## src/rtl/cal_pkg.sv

```systemverilog
package cal_pkg;

  typedef struct packed {
    logic [4:0] hr;
    logic [5:0] mn;
    logic [5:0] sc;
  } hms_t;

  typedef struct packed {
    logic       leap;
    logic [5:0] yr;
    logic [3:0] mo;
    logic [4:0] dy;
  } ymd_t;

  localparam logic [5:0] SEC_LAST   = 6'd59;
  localparam logic [5:0] MIN_LAST   = 6'd59;
  localparam logic [4:0] HOUR_LAST  = 5'd23;
  localparam logic [3:0] MONTH_LAST = 4'd12;

  localparam int TBUSY_BIT = 8;
  localparam int DBUSY_BIT = 7;

  function automatic logic [4:0] month_days(input logic [3:0] mo, input logic leap);
    logic [4:0] n;
    case (mo)
      4'd2:                      n = leap ? 5'd29 : 5'd28;
      4'd4, 4'd6, 4'd9, 4'd11:   n = 5'd30;
      default:                   n = 5'd31;
    endcase
    return n;
  endfunction

endpackage

```

## src/rtl/cal_wr_sync.sv

```systemverilog
module cal_wr_sync #(
  parameter int W     = 16,
  parameter int DELAY = 4
) (
  input  logic         clk,
  input  logic         rst,
  input  logic         wr_en,
  input  logic [W-1:0] wr_data,
  output logic         busy,
  output logic         commit,
  output logic [W-1:0] held
);
  localparam int CW = $clog2(DELAY + 1);

  logic [CW-1:0] cnt;

  always_ff @(posedge clk) begin
    if (rst) begin
      cnt  <= '0;
      held <= '0;
    end else if (wr_en && cnt == '0) begin
      held <= wr_data;
      cnt  <= CW'(DELAY);
    end else if (cnt != '0) begin
      cnt <= cnt - 1'b1;
    end
  end

  assign busy   = (cnt != '0);
  assign commit = (cnt == CW'(1));

  p_busy_start_r5: assert property (@(posedge clk) disable iff (rst)
    (!busy && wr_en) |=> busy);
  p_busy_hold_r5: assert property (@(posedge clk) disable iff (rst)
    (busy && !commit) |=> busy);
  p_commit_clear_r5: assert property (@(posedge clk) disable iff (rst)
    commit |=> !busy);
  p_staged_kept_r6: assert property (@(posedge clk) disable iff (rst)
    (busy && wr_en) |=> $stable(held));

endmodule

```

## src/rtl/cal_hms.sv

```systemverilog
module cal_hms
  import cal_pkg::*;
(
  input  logic clk,
  input  logic rst,
  input  logic tick,
  input  logic load,
  input  hms_t load_val,
  output hms_t cur,
  output logic day_carry
);
  logic sc_end, mn_end, hr_end;

  assign sc_end = (cur.sc >= SEC_LAST);
  assign mn_end = (cur.mn >= MIN_LAST);
  assign hr_end = (cur.hr >= HOUR_LAST);

  always_ff @(posedge clk) begin
    if (rst) begin
      cur <= '0;
    end else if (load) begin
      cur <= load_val;
    end else if (tick) begin
      if (sc_end) begin
        cur.sc <= '0;
        if (mn_end) begin
          cur.mn <= '0;
          if (hr_end) cur.hr <= '0;
          else        cur.hr <= cur.hr + 1'b1;
        end else begin
          cur.mn <= cur.mn + 1'b1;
        end
      end else begin
        cur.sc <= cur.sc + 1'b1;
      end
    end
  end

  assign day_carry = tick & ~load & sc_end & mn_end & hr_end;

  p_sec_step_r7: assert property (@(posedge clk) disable iff (rst)
    (tick && !load && cur.sc < 6'd59) |=> (cur.sc == $past(cur.sc) + 6'd1));
  p_time_hold_r7: assert property (@(posedge clk) disable iff (rst)
    (!tick && !load) |=> $stable(cur));

endmodule

```

## src/rtl/cal_ymd.sv

```systemverilog
module cal_ymd
  import cal_pkg::*;
(
  input  logic clk,
  input  logic rst,
  input  logic inc,
  input  logic load,
  input  ymd_t load_val,
  output ymd_t cur
);
  logic [4:0] dim;
  logic       day_end, mo_end;

  assign dim     = month_days(cur.mo, cur.leap);
  assign day_end = (cur.dy >= dim);
  assign mo_end  = (cur.mo >= MONTH_LAST);

  always_ff @(posedge clk) begin
    if (rst) begin
      cur.leap <= 1'b0;
      cur.yr   <= '0;
      cur.mo   <= 4'd1;
      cur.dy   <= 5'd1;
    end else if (load) begin
      cur <= load_val;
    end else if (inc) begin
      if (day_end) begin
        cur.dy <= 5'd1;
        if (mo_end) begin
          cur.mo   <= 4'd1;
          cur.yr   <= cur.yr + 1'b1;
          cur.leap <= 1'b0;
        end else begin
          cur.mo <= cur.mo + 1'b1;
        end
      end else begin
        cur.dy <= cur.dy + 1'b1;
      end
    end
  end

  p_day_step_r9: assert property (@(posedge clk) disable iff (rst)
    (inc && !load && cur.dy < 5'd28) |=> (cur.dy == $past(cur.dy) + 5'd1));
  p_date_hold_r10: assert property (@(posedge clk) disable iff (rst)
    (!inc && !load) |=> $stable(cur));
  p_leap_clear_r11: assert property (@(posedge clk) disable iff (rst)
    !load |=> ((cur.yr == $past(cur.yr)) || !cur.leap));

endmodule

```

## src/rtl/cal_clock_core.sv

```systemverilog
module cal_clock_core
  import cal_pkg::*;
#(
  parameter int ADDR_W        = 4,
  parameter int DATA_W        = 32,
  parameter int COMMIT_CYCLES = 4
) (
  input  logic              clk,
  input  logic              rst,
  input  logic              sec_tick,
  input  logic              bus_sel,
  input  logic              bus_we,
  input  logic [ADDR_W-1:0] bus_addr,
  input  logic [DATA_W-1:0] bus_wdata,
  output logic [DATA_W-1:0] bus_rdata
);
  localparam logic [ADDR_W-1:0] A_CTRL = ADDR_W'(0);
  localparam logic [ADDR_W-1:0] A_DATE = ADDR_W'(4);
  localparam logic [ADDR_W-1:0] A_TIME = ADDR_W'(8);
  localparam int HW = $bits(hms_t);
  localparam int DW = $bits(ymd_t);

  logic wr_time, wr_date;
  hms_t time_in, time_held, now_t;
  ymd_t date_in, date_held, now_d;
  logic t_busy, t_commit, d_busy, d_commit;
  logic tick_eff, day_carry;
  logic [31:0] rd_word;
  logic unused_wdata;

  assign wr_time = bus_sel & bus_we & (bus_addr == A_TIME);
  assign wr_date = bus_sel & bus_we & (bus_addr == A_DATE);

  always_comb begin
    time_in.hr   = bus_wdata[20:16];
    time_in.mn   = bus_wdata[13:8];
    time_in.sc   = bus_wdata[5:0];
    date_in.leap = bus_wdata[22];
    date_in.yr   = bus_wdata[21:16];
    date_in.mo   = bus_wdata[11:8];
    date_in.dy   = bus_wdata[4:0];
  end

  assign unused_wdata = ^{bus_wdata[DATA_W-1:23], bus_wdata[15:14], bus_wdata[7:6]};

  cal_wr_sync #(.W(HW), .DELAY(COMMIT_CYCLES)) u_tsync (
    .clk(clk), .rst(rst), .wr_en(wr_time), .wr_data(time_in),
    .busy(t_busy), .commit(t_commit), .held(time_held)
  );

  cal_wr_sync #(.W(DW), .DELAY(COMMIT_CYCLES)) u_dsync (
    .clk(clk), .rst(rst), .wr_en(wr_date), .wr_data(date_in),
    .busy(d_busy), .commit(d_commit), .held(date_held)
  );

  assign tick_eff = sec_tick & ~t_commit & ~d_commit;

  cal_hms u_hms (
    .clk(clk), .rst(rst), .tick(tick_eff), .load(t_commit),
    .load_val(time_held), .cur(now_t), .day_carry(day_carry)
  );

  cal_ymd u_ymd (
    .clk(clk), .rst(rst), .inc(day_carry), .load(d_commit),
    .load_val(date_held), .cur(now_d)
  );

  always_comb begin
    rd_word = '0;
    case (bus_addr)
      A_CTRL: begin
        rd_word[TBUSY_BIT] = t_busy;
        rd_word[DBUSY_BIT] = d_busy;
      end
      A_DATE: rd_word = {9'd0, now_d.leap, now_d.yr, 4'd0, now_d.mo, 3'd0, now_d.dy};
      A_TIME: rd_word = {11'd0, now_t.hr, 2'd0, now_t.mn, 2'd0, now_t.sc};
      default: rd_word = '0;
    endcase
  end

  always_ff @(posedge clk) begin
    if (rst)                    bus_rdata <= '0;
    else if (bus_sel && !bus_we) bus_rdata <= DATA_W'(rd_word);
  end

  p_ctrl_clean_r2: assert property (@(posedge clk) disable iff (rst)
    (bus_sel && !bus_we && bus_addr == A_CTRL) |=>
      (bus_rdata[DATA_W-1:9] == '0 && bus_rdata[6:0] == '0));
  p_tick_drop_r8: assert property (@(posedge clk) disable iff (rst)
    (sec_tick && d_commit && !t_commit) |=> $stable(now_t));

endmodule

```

## config.mk

```make
export PLATFORM = sky130hd
export DESIGN_NAME = cal_clock_core
export DESIGN_NICKNAME = d
export VERILOG_FILES = /design/src/rtl/cal_pkg.sv /design/src/rtl/cal_wr_sync.sv /design/src/rtl/cal_hms.sv /design/src/rtl/cal_ymd.sv /design/src/rtl/cal_clock_core.sv
export SDC_FILE = /design/constraint.sdc
export NUM_CORES = 1
export LEC_CHECK = 0
export BUFFER_PORTS_ARGS = -buffer_cell sky130_fd_sc_hd__buf_4
export CAP_MARGIN = 20
export CORE_ASPECT_RATIO = 0.7
export CORE_UTILIZATION = 40
export CTS_CLUSTER_DIAMETER = 40
export DETAILED_ROUTE_END_ITERATION = 8
export HOLD_SLACK_MARGIN = 0.05
export PLACE_DENSITY = 0.62
export RECOVER_POWER = 100
export SYNTH_ARGS = -nofsm -noshare
export SYNTH_HDL_FRONTEND = slang
export SYNTH_SLANG_ARGS = --single-unit
export TNS_END_PERCENT = 100
```

## constraint.sdc

```tcl
create_clock -name clk -period 2.4 [get_ports clk]
set_input_delay 0.24 -clock clk [delete_from_list [all_inputs] [get_ports clk]]
set_output_delay 0.24 -clock clk [all_outputs]
set_load 0.03 [all_outputs]
```

==> impl_metrics.py <==
metrics = {
    "pwr": {
        "leakagePower_nw": 1.97,
        "p_per_area_nw_per_um2": 928,
        "peakVddDrop_mv": 0.367,
        "power_w": 0.00503,
    },
    "placed_design": {
        "gp_congestion": 0.850,
        "dp_cells": 752,
        "dpl_cell_area_sq_um": 5170,
        "port_buffers": 47,
        "place_ws_ns": -0.129,
        "dp_hpwl_mm": 8.98,
    },
    "logic_synthesis": {
        "yosysWarnings": 0,
        "synth_compound_area_frac": 0.226,
        "async_reset_ff_frac": 0,
        "synth_edf_count": 0,
        "ys.flop_type": "dfxtp_1",
        "ys_seq_area_frac": 0.410,
        "ys_top_cells_by_area": "dfxtp_1, nand2_1, a21oi_1, ha_1, nor2_1",
        "synth.top_cell.area_share": 0.410,
        "synth_simple_gate_area_frac": 0.239,
        "syn_inst": 561,
        "synth_top_family_by_area": "simple AND/OR/NAND/NOR gates",
        "netlist-cell-type-count": 53,
        "synth_xor_area_frac": 0.00780,
        "syn_area_sq_um": 4490,
        "synth_top_area_cell": "dfxtp_1",
        "synthAdderAreaFrac": 0.0474,
        "ys_ff_latch": 92,
        "synth.area.mux_share": 0.00223,
        "syn_area_per_cell_sq_um": 8.00,
    },
    "floorplanning": {
        "initial_core_util": 0.423,
        "rows": 31,
        "io_pins": 73,
        "coreArea_sq_um": 10600,
        "dieArea_sq_um": 11700,
        "dieWidth_microns": 129,
        "die_y_microns": 90.7,
    },
    "job": {
        "drv_cap": 0,
    },
    "worst_hold_path": {
        "hold_path_class": "in2reg",
        "hold_depth": 3,
    },
    "outcome": {
        "run_status": "finished, violations left",
        "violations": "setup timing",
    },
    "worst_setup_path": {
        "cp.required_ns": 2.65,
        "path_max_fanout": 7,
        "path_class": "reg2reg",
        "endpoint_kind": "flip-flop",
        "reg2reg_depth": 11,
        "start_kind": "flip-flop",
        "worstPathArrival_ns": 2.79,
    },
    "drt": {
        "drtPass1Iterations": 5,
        "viasPerCell": 5.54,
        "routed_wl_mm": 12.5,
        "drcViolationCount": 0,
        "drtIter0Drc": 377,
        "wire_per_inst_microns": 16.2,
        "vias": 4259,
        "ant_nets": 0,
    },
    "finish": {
        "final_cells": 769,
        "final_nets": 674,
        "final_cell_mix": "dfxtp_1, nand2_1, buf_4",
        "final_common_cell": "dfxtp_1",
        "final_cell_area_sq_um": 5420,
        "area_growth_pct": 20.8,
        "drive_gt1_frac": 0.161,
        "diodes": 0,
    },
    "clock_tree": {
        "cts.clk_slew.worst_paths_ns": 0.06,
        "clock_latency_ns": 0.34,
        "cts_hold_buf": 0,
        "cts_inserted_buffers": 9,
        "cts_sinks": 92,
        "cts_buffer_depth": 2,
        "h-tree-depth": 3,
        "cts_tree": "done",
        "cts-root-buf": "clkbuf_16",
    },
    "sta": {
        "fin_crit_ns": 2.54,
        "hold_violations": 0,
        "relSlewSlack": 0.420,
        "fmax_mhz": 394,
        "fin_skew_ns": 0.00703,
        "setup_viol": 4,
        "worst_pin_slew_ns": 0.868,
        "grt_setup_unrepaired": "true",
        "hold_ws_ns": 0.142,
        "min_period_over_period": 1.06,
        "drv_slew": 0,
        "setup_ws_ns": -0.140,
    },
    "global_route": {
        "grt-ovfl-total": 0,
        "grt_pass1_vias": 3831,
        "grt_max_degree": 48,
        "grt_pass1_wl_mm": 19.8,
        "antenna_found_initial": 0,
        "groute.usage.overall": 0.220,
    },
}
cells in the mapped netlist, types with 2 or more instances:
| master | number |
|---|---|
| nor2b_1 | 5 |
| nor3_1 | 30 |
| nand4_1 | 3 |
| nand3_1 | 18 |
| a211oi_1 | 7 |
| o211ai_1 | 4 |
| a21boi_0 | 2 |
| dfxtp_1 | 92 |
| a21oi_1 | 57 |
| xnor2_1 | 3 |
| a2111oi_0 | 2 |
| or2_2 | 3 |
| a21o_1 | 2 |
| a31oi_1 | 2 |
| and2_1 | 5 |
| nand3b_1 | 3 |
| o31ai_1 | 4 |
| o21ai_1 | 2 |
| buf_4 | 14 |
| nor2_1 | 48 |
| or3_1 | 5 |
| a311oi_1 | 18 |
| or4_1 | 4 |
| a221oi_1 | 17 |
| nand2_1 | 89 |
| inv_1 | 13 |
| nand2b_1 | 6 |
| nor4_1 | 6 |
| ha_1 | 17 |
| clkbuf_1 | 35 |
| buf_1 | 3 |
| o21ai_0 | 21 |
layout make-up:
class,instances,area [sq um]
clock buffers,12,256
clock inverters,4,46.3
fillers,1087,5200
inverters,13,53.8
multi-input cells,414,2480
flip-flops and latches,92,1850
well taps,148,185
repair buffers,86,554
sequential cells by signal, summed over array words and instances (netlist names):
register and count:
u_tsync.cnt 3, u_tsync.held 17, u_dsync.held 16, u_dsync.cnt 3, u_ymd.cur 16, u_hms.cur 17, bus_rdata 20
worst paths after layout:
| kind | startpoint | to | slack, ns |
|---|---|---|---|
| worst max-delay path | u_ymd.cur[6]$_SDFFE_PP0P_ | u_ymd.cur[11]$_SDFFE_PP0P_ | -0.14 |
| worst min-delay path | bus_wdata[13] | u_tsync.held[11]$_SDFFE_PP0P_ | 0.14 |
| worst max register to register | u_ymd.cur[6]$_SDFFE_PP0P_ | u_ymd.cur[11]$_SDFFE_PP0P_ | -0.14 |
| worst min register to register | bus_rdata[12]$_SDFFE_PP0P_ | bus_rdata[12]$_SDFFE_PP0P_ | 0.45 |
metal layers:
metal  up-vias  GRT usage  routed length (microns)
met5         -          0                        0
met4         0     0.0618                      134
met3        14     0.0438                      692
met2       122      0.314                     5310
met1      2012      0.329                     6330
li1       2111          -                        -
power breakdown:
group          switching [W]  internal, W
clock               0.000585     0.000861
combinational       0.000916     0.000649
sequential          0.000266      0.00176
total                0.00177      0.00327
logic make-up (layout without fill, tap and decap cells):
kind of cell	Yosys count	in the layout
adders and majority gates	17	17
and+or+nand+nor	230	230
DFF	92	92
other	1	12
buffers and inverters	66	115
muxes	1	1
AOI/OAI and AO/OA	150	150
xor gates and xnor gates	4	4
stage by stage:
stage          utilization  setup TNS, ns
4_1_cts              0.516         -0.216
6_report             0.510         -0.294
3_5_place_dp         0.487         -0.352
3_3_place_gp         0.487         -0.189
2_1_floorplan            -        -0.0431
5_1_grt              0.510          -1.04
critical path, stage by stage, from the launching register on:
cell and delay (ns):
dfxtp_4 0.38, inv_4 0.08, ha_2 0.17, o21ai_2 0.05
o21ai_1 0.08, o21ai_1 0.08, ha_1 0.28, nand2b_4 0.12
a21oi_2 0.05, or4_4 0.46, or4_1 0.48, a311oi_1 0.24
timing repair:
item,CTS,global route
pin swaps,4,5
buffers inserted,1,0
setup endpoints to repair,4,10
gates resized for setup,3,9
(Power assumes the default switching activity.)
